`config.mk`:
```
export PLATFORM = sky130hd
export DESIGN_NAME = pwm_grp
export DESIGN_NICKNAME = d
export VERILOG_FILES = /design/src/rtl/pwm_grp_pkg.sv /design/src/rtl/pwm_grp_shadow.sv /design/src/rtl/pwm_grp_timebase.sv /design/src/rtl/pwm_grp_compare.sv /design/src/rtl/pwm_grp.sv
export SDC_FILE = /design/constraint.sdc
export NUM_CORES = 1
export LEC_CHECK = 0
export ABC_AREA = 1
export BUFFER_PORTS_ARGS = -buffer_cell sky130_fd_sc_hd__clkbuf_2
export CORE_MARGIN = 10
export CORE_UTILIZATION = 65
export CTS_CLUSTER_DIAMETER = 100
export DETAILED_ROUTE_END_ITERATION = 8
export GPL_ROUTABILITY_DRIVEN = 1
export PLACE_DENSITY = 0.82
export SLEW_MARGIN = 20
export SYNTH_ARGS = -nofsm -noshare
export SYNTH_HDL_FRONTEND = slang
export SYNTH_SLANG_ARGS = --single-unit
```
`constraint.sdc`:
```
create_clock -name clk -period 8.6 [get_ports clk]
set_input_delay 1.29 -clock clk [delete_from_list [all_inputs] [get_ports clk]]
set_output_delay 1.29 -clock clk [all_outputs]
set_load 0.02 [all_outputs]
```
`src/rtl/pwm_grp_pkg.sv`:
```
package pwm_grp_pkg;

    // direction of the center-aligned ramp
    typedef enum logic {
        DIR_UP   = 1'b0,
        DIR_DOWN = 1'b1
    } cnt_dir_e;

    // shadow register addresses
    localparam int unsigned REG_PERIOD    = 0;
    localparam int unsigned REG_MODE      = 1;
    localparam int unsigned REG_DUTY_BASE = 2;

    // mode word bit positions
    localparam int unsigned MODE_CENTER  = 0;
    localparam int unsigned MODE_DOUBLE  = 1;
    localparam int unsigned MODE_PAIRED  = 2;
    localparam int unsigned MODE_POL_LSB = 3;

endpackage

```
`src/rtl/pwm_grp_shadow.sv`:
```
module pwm_grp_shadow
    import pwm_grp_pkg::*;
#(
    parameter int unsigned CNT_W  = 16,
    parameter int unsigned NUM_CH = 4,
    parameter int unsigned ADDR_W = 3,
    parameter int unsigned MODE_W = 7
) (
    input  logic                           clk,
    input  logic                           rst_n,
    input  logic                           wr_en,
    input  logic [ADDR_W-1:0]              wr_addr,
    input  logic [CNT_W-1:0]               wr_data,
    output logic [CNT_W-1:0]               period_o,
    output logic [MODE_W-1:0]              mode_o,
    output logic [NUM_CH-1:0][CNT_W-1:0]   duty_o
);

    typedef struct packed {
        logic [CNT_W-1:0]             period;
        logic [MODE_W-1:0]            mode;
        logic [NUM_CH-1:0][CNT_W-1:0] duty;
    } shadow_t;

    shadow_t sh_d, sh_q;

    always_comb begin
        sh_d = sh_q;
        if (wr_en) begin
            if (wr_addr == ADDR_W'(REG_PERIOD)) begin
                sh_d.period = wr_data;
            end
            if (wr_addr == ADDR_W'(REG_MODE)) begin
                sh_d.mode = wr_data[MODE_W-1:0];
            end
            for (int ch = 0; ch < NUM_CH; ch++) begin
                if (wr_addr == ADDR_W'(REG_DUTY_BASE + ch)) begin
                    sh_d.duty[ch] = wr_data;
                end
            end
        end
    end

    always_ff @(posedge clk or negedge rst_n) begin
        if (!rst_n) begin
            sh_q <= '0;
        end else begin
            sh_q <= sh_d;
        end
    end

    assign period_o = sh_q.period;
    assign mode_o   = sh_q.mode;
    assign duty_o   = sh_q.duty;

endmodule

```
`src/rtl/pwm_grp_timebase.sv`:
```
module pwm_grp_timebase
    import pwm_grp_pkg::*;
#(
    parameter int unsigned CNT_W = 16
) (
    input  logic             clk,
    input  logic             rst_n,
    input  logic             en_i,
    input  logic [CNT_W-1:0] period_i,
    input  logic             center_i,
    output logic [CNT_W-1:0] cnt_d_o,
    output logic [CNT_W-1:0] cnt_q_o,
    output logic             run_q_o,
    output logic             start_o,
    output logic             mid_o
);

    typedef struct packed {
        logic             run;
        cnt_dir_e         dir;
        logic [CNT_W-1:0] cnt;
    } tb_t;

    tb_t              tb_d, tb_q;
    logic [CNT_W-1:0] eff_period;
    logic [CNT_W-1:0] half;

    always_comb begin
        eff_period = (period_i < CNT_W'(2)) ? CNT_W'(2) : period_i;
        half       = eff_period >> 1;
        tb_d       = tb_q;
        start_o    = 1'b0;
        mid_o      = 1'b0;
        if (!en_i) begin
            tb_d = '{run: 1'b0, dir: DIR_UP, cnt: '0};
        end else if (!tb_q.run) begin
            // first enabled edge opens a period
            tb_d    = '{run: 1'b1, dir: DIR_UP, cnt: '0};
            start_o = 1'b1;
        end else if (!center_i) begin
            tb_d.dir = DIR_UP;
            if (tb_q.cnt >= eff_period - CNT_W'(1)) begin
                tb_d.cnt = '0;
                start_o  = 1'b1;
            end else begin
                tb_d.cnt = tb_q.cnt + CNT_W'(1);
            end
        end else if (tb_q.dir == DIR_UP) begin
            // top of the ramp: value repeats, second half opens
            if (tb_q.cnt >= half - CNT_W'(1)) begin
                tb_d.dir = DIR_DOWN;
                mid_o    = 1'b1;
            end else begin
                tb_d.cnt = tb_q.cnt + CNT_W'(1);
            end
        end else begin
            if (tb_q.cnt == '0) begin
                tb_d.dir = DIR_UP;
                start_o  = 1'b1;
            end else begin
                tb_d.cnt = tb_q.cnt - CNT_W'(1);
            end
        end
    end

    always_ff @(posedge clk or negedge rst_n) begin
        if (!rst_n) begin
            tb_q <= '{run: 1'b0, dir: DIR_UP, cnt: '0};
        end else begin
            tb_q <= tb_d;
        end
    end

    assign cnt_d_o = tb_d.cnt;
    assign cnt_q_o = tb_q.cnt;
    assign run_q_o = tb_q.run;

endmodule

```
`src/rtl/pwm_grp_compare.sv`:
```
module pwm_grp_compare #(
    parameter int unsigned CNT_W  = 16,
    parameter int unsigned NUM_CH = 4
) (
    input  logic                         en_i,
    input  logic [CNT_W-1:0]             cnt_i,
    input  logic [CNT_W-1:0]             period_i,
    input  logic                         center_i,
    input  logic                         paired_i,
    input  logic [NUM_CH-1:0]            pol_i,
    input  logic [NUM_CH-1:0][CNT_W-1:0] duty_i,
    output logic [NUM_CH-1:0]            pins_o
);

    logic [CNT_W-1:0]  eff_period;
    logic [CNT_W-1:0]  half;
    logic [NUM_CH-1:0] raw;

    always_comb begin
        eff_period = (period_i < CNT_W'(2)) ? CNT_W'(2) : period_i;
        half       = eff_period >> 1;
    end

    for (genvar ch = 0; ch < NUM_CH; ch++) begin : g_ch
        logic sel;

        // center: active while ramp value plus half the duty reaches the top
        assign raw[ch] = center_i
            ? (({1'b0, cnt_i} + {2'b0, duty_i[ch][CNT_W-1:1]}) >= {1'b0, half})
            : (cnt_i < duty_i[ch]);

        if (ch % 2 == 1) begin : g_odd
            assign sel = paired_i ? ~raw[ch-1] : raw[ch];
        end else begin : g_even
            assign sel = raw[ch];
        end

        assign pins_o[ch] = en_i ? (sel ^ pol_i[ch]) : pol_i[ch];
    end

endmodule

```
`src/rtl/pwm_grp.sv`:
```
module pwm_grp
    import pwm_grp_pkg::*;
#(
    parameter int unsigned CNT_W  = 16,
    parameter int unsigned NUM_CH = 4,
    parameter int unsigned ADDR_W = $clog2(NUM_CH + 2)
) (
    input  logic              clk,
    input  logic              rst_n,
    input  logic              en,
    input  logic              wr_en,
    input  logic [ADDR_W-1:0] wr_addr,
    input  logic [CNT_W-1:0]  wr_data,
    output logic [NUM_CH-1:0] pwm_o,
    output logic              period_strobe_o
);

    localparam int unsigned MODE_W = MODE_POL_LSB + NUM_CH;

    typedef struct packed {
        logic [CNT_W-1:0]             period;
        logic                         center;
        logic                         dbl;
        logic                         paired;
        logic [NUM_CH-1:0]            pol;
        logic [NUM_CH-1:0][CNT_W-1:0] duty;
    } act_t;

    typedef struct packed {
        logic [NUM_CH-1:0] pins;
        logic              strobe;
    } out_t;

    act_t act_d, act_q;
    out_t out_d, out_q;

    logic [CNT_W-1:0]             sh_period;
    logic [MODE_W-1:0]            sh_mode;
    logic [NUM_CH-1:0][CNT_W-1:0] sh_duty;

    logic [CNT_W-1:0]  cnt_d_w;
    logic [CNT_W-1:0]  cnt_q_w;
    logic              run_q_w;
    logic              start_w;
    logic              mid_w;
    logic [NUM_CH-1:0] pins_w;

    // views of the working bank for the bound checker
    logic [CNT_W-1:0]             act_period_w;
    logic                         act_center_w;
    logic                         act_paired_w;
    logic [NUM_CH-1:0]            act_pol_w;
    logic [NUM_CH-1:0][CNT_W-1:0] act_duty_w;

    pwm_grp_shadow #(
        .CNT_W  (CNT_W),
        .NUM_CH (NUM_CH),
        .ADDR_W (ADDR_W),
        .MODE_W (MODE_W)
    ) u_shadow (
        .clk      (clk),
        .rst_n    (rst_n),
        .wr_en    (wr_en),
        .wr_addr  (wr_addr),
        .wr_data  (wr_data),
        .period_o (sh_period),
        .mode_o   (sh_mode),
        .duty_o   (sh_duty)
    );

    pwm_grp_timebase #(
        .CNT_W (CNT_W)
    ) u_timebase (
        .clk      (clk),
        .rst_n    (rst_n),
        .en_i     (en),
        .period_i (act_q.period),
        .center_i (act_q.center),
        .cnt_d_o  (cnt_d_w),
        .cnt_q_o  (cnt_q_w),
        .run_q_o  (run_q_w),
        .start_o  (start_w),
        .mid_o    (mid_w)
    );

    pwm_grp_compare #(
        .CNT_W  (CNT_W),
        .NUM_CH (NUM_CH)
    ) u_compare (
        .en_i     (en),
        .cnt_i    (cnt_d_w),
        .period_i (act_d.period),
        .center_i (act_d.center),
        .paired_i (act_d.paired),
        .pol_i    (act_d.pol),
        .duty_i   (act_d.duty),
        .pins_o   (pins_w)
    );

    always_comb begin
        act_d = act_q;
        if (!en || start_w) begin
            act_d.period = sh_period;
            act_d.center = sh_mode[MODE_CENTER];
            act_d.dbl    = sh_mode[MODE_DOUBLE];
            act_d.paired = sh_mode[MODE_PAIRED];
            act_d.pol    = sh_mode[MODE_POL_LSB +: NUM_CH];
            act_d.duty   = sh_duty;
        end else if (mid_w && act_q.center && act_q.dbl) begin
            act_d.duty = sh_duty;
        end
        out_d.pins   = pins_w;
        out_d.strobe = start_w;
    end

    always_ff @(posedge clk or negedge rst_n) begin
        if (!rst_n) begin
            act_q <= '0;
            out_q <= '0;
        end else begin
            act_q <= act_d;
            out_q <= out_d;
        end
    end

    assign pwm_o           = out_q.pins;
    assign period_strobe_o = out_q.strobe;

    assign act_period_w = act_q.period;
    assign act_center_w = act_q.center;
    assign act_paired_w = act_q.paired;
    assign act_pol_w    = act_q.pol;
    assign act_duty_w   = act_q.duty;

endmodule

```
==> impl_metrics.ini <==
[routing]
via_per_inst = 5.91
drtIter0Drc = 1251
wl_per_cell_um = 19.2
met3WireLength_um = 2910
drc = 0
dr.max_layer_used = met4
ant_nets = 0
vias = 13900
first_pass_iters = 6
routed_wl_um = 45200
wl_met2_um = 21800
wl_met1_um = 18200

[setup_path]
reg2reg_from = act_period_w[11]
reg2reg_slack_ns = 0.74
worstPathRequired_ns = 8.94
path_common_cell = nand2_1
setup.worst_path.start_class = register
cp.arrival_ns = 8.20
cp_slowest_cell = dfrtp_1
end_kind = register
crit_type = register to register
timing.rr.end = pwm_o[1]
cp_max_fo = 26
r2r_cells = 47
max_stage_delay_ns = 0.47

[hold_path]
worstHoldPathType = register to register
holdCritStartpoint = u_shadow.period_o[12]
hold_end = u_shadow.period_o[12]
hold_depth = 2

[power_and_ir_drop]
powerDensity_nw_per_um2 = 197
power.total_uw = 3270
irDropWorstVdd_v = 0.000125
p_leak_uw = 0.00900

[global_routing]
grt_pass1_wl_um = 72000
grt_usage_pct = 29.7
grt_pass1_vias = 13900
antenna_found_initial = 0
grt_max_degree = 125
grt_remaining_overflow = 0

[die]
coreArea_sq_um = 23300
io_pins = 28
dieWidth_um = 173
initial_core_util_pct = 65.5
dieArea_sq_um = 30100
rows = 56
die_height_um = 173

[logic_synthesis]
syn_nets = 2224
yosysWarnings = 0
yosys-top-cells-area = dfrtp_1 (32%), ha_1 (18%), nand2_1 (11%)
synth_edf_count = 0
avgSynthCellArea_sq_um = 7.72
synth_area_sq_um = 15300
synth_top_area_share_pct = 32.2
yosysTopAreaCell = dfrtp_1
ys_seq_area_share_pct = 32.2
synth.distinct_cells = 60
ys_ff_latch = 197
syn_inst = 1980
ys.flop_type = dfrtp_1
async_flop_share_pct = 100

[sta]
fmax_ghz = 0.127
maxSlewHeadroom_pct = 30.0
rsz0062_at_grt = no
fin_tns_setup_ns = 0
period_minus_slack_ns = 7.86
fin_skew_ns = 0.0197
finalMaxSlewViolations = 0
final-hold-violation-count = 0
min_period_over_period_pct = 91.4
setup_viol_count_final = 0
worst_pin_slew_ns = 1.04

[placement]
io_buffers = 27
place_congestion = 0.955
hpwl_um = 34800
post-place-cells = 2317

[clocking]
clk_pin_slew_worst_paths_ns = 0.07
clk_latency_ns = 0.45
root_buffer = clkbuf_16
cts.path.max_buffers = 2
hold_buffers = 0
numCtsBuffers = 17
htreeDepth = 4
cts_tree = built
cts_sinks = 197

[cells_and_area]
final_layout_size_suffix_gt1_share_pct = 8.01
layout.cells.non_filler = 2354
diodes = 0
nFillCells = 1897
final_nets = 2266
fin_util_pct = 71.1
area_growth_pct = 8.52
multiInputGateArea_sq_um = 9200
seqCellArea_sq_um = 4930

[run_status]
status = completed

[flow_run]
cap_violations = 0
[cell families after synthesis]
family	count (synthesis)	share of synthesized area [%]
simple gates	762	21.8
compound gates	399	14.5
buf+inv	309	7.89
fa+ha+maj	221	18.3
flops	197	32.2
xor+xnor	90	5.16
other cells	1	0.0245
mux	1	0.0655
[state kept, by name, summed over array words and instances (netlist names), named ones only]
| register | cells |
|---|---|
| period_strobe_o | 1 |
| u_timebase.cnt_q_o | 16 |
| act_pol_w | 4 |
| act_period_w | 15 |
| act_paired_w | 1 |
| u_timebase.run_q_o | 1 |
| u_shadow.mode_o | 7 |
| u_timebase.tb_q | 1 |
| act_center_w | 1 |
| pwm_o | 4 |
| act_duty_w | 64 |
| act_q | 1 |
| u_shadow.period_o | 16 |
| u_shadow.duty_o | 64 |
[through the flow]
| step | hold slack [ns] | setup slack (ns) | instance area [sq um] |
|---|---|---|---|
| after CTS | 0.485 | 0.466 | 16500 |
| after detailed placement | 0.466 | 0.580 | 15900 |
| final | 0.484 | 0.737 | 16600 |
| after global placement | 0.460 | 0.775 | 15900 |
| after global routing | 0.513 | 0.00244 | 16600 |
| after floorplan | 0.445 | 1.58 | 15300 |
[critical path: cells and delay by family, from the launching register on]
kind	cells	cell delay (ns)
AO/OA/AOI/OAI	13	2.39
XOR/XNOR	2	0.27
adder cells (fa/ha/maj)	4	1.20
buffers and inverters	4	0.60
flip-flops	1	0.47
AND/OR/NAND/NOR	24	2.82
[cell usage in the layout, fill, tap and decap left out, types with 17 or more instances in the layout]
cell,count
ha_1,217
nor3_1,23
a21oi_1,142
nand2_1,461
o21ai_0,170
nand4_1,25
dfrtp_1,197
a211oi_1,20
or2_2,28
nand3_1,48
xnor2_1,18
buf_4,38
and2_1,44
clkbuf_2,26
nor2_1,90
inv_1,258
clkbuf_16,17
xor2_1,72
[cell usage after synthesis (5+ instances only)]
master       n
nand2_2      5
nor4_1       7
o211ai_1     5
o2111ai_1    6
o21ai_1     10
clkbuf_1    30
dfrtp_1    197
or2_1        7
a211oi_1    20
nand2_1    463
o21ai_0    171
and2_1      44
buf_2        5
xnor2_1     18
a31oi_1      5
nor3_1      24
inv_1      259
or2_2       28
ha_1       217
xor2_1      72
nand4_1     25
nor2_1      91
a21oi_1    144
nand3_1     49
o21bai_1    11
a21o_1       5
[layer usage]
metal	vias to the layer above	track usage (%)
met5	-	0
met4	0	15.0
met3	166	3.94
met2	601	51.2
met1	6525	35.8
li1	6617	-
[report_power, final]
part | leakage [uW] | switching (uW) | internal, uW
sequential | 0.00249 | 99.5 | 1090
clock | 0.000297 | 418 | 427
combinational | 0.00622 | 782 | 450
[final cells by class]
| class | count | share of cell area, % |
|---|---|---|
| well taps | 319 | 2.41 |
| repair buffers | 67 | 2.72 |
| clock buffers | 18 | 2.65 |
| flip-flops and latches | 197 | 29.7 |
| clock inverters | 14 | 1.07 |
| inverters | 265 | 6.03 |
| multi-input cells | 1474 | 55.4 |
[repair_timing]
| action | in CTS | in global routing |
|---|---|---|
| endpoints found under the setup margin | 0 | 4 |
| resized for setup | 0 | 10 |
| setup buffers | 0 | 5 |
[worst max path at each step]
stage                          start       end  slack (ns)
detailed placement  act_period_w[11]  pwm_o[1]        0.58
finish              act_period_w[11]  pwm_o[1]        0.74
CTS                 act_period_w[11]  pwm_o[1]        0.47
global placement    act_period_w[11]  pwm_o[1]        0.78
global route         act_period_w[7]  pwm_o[2]       0.002
floorplan            act_period_w[9]  pwm_o[1]        1.58
No activity file was read; power rests on OpenSTA's default activity.
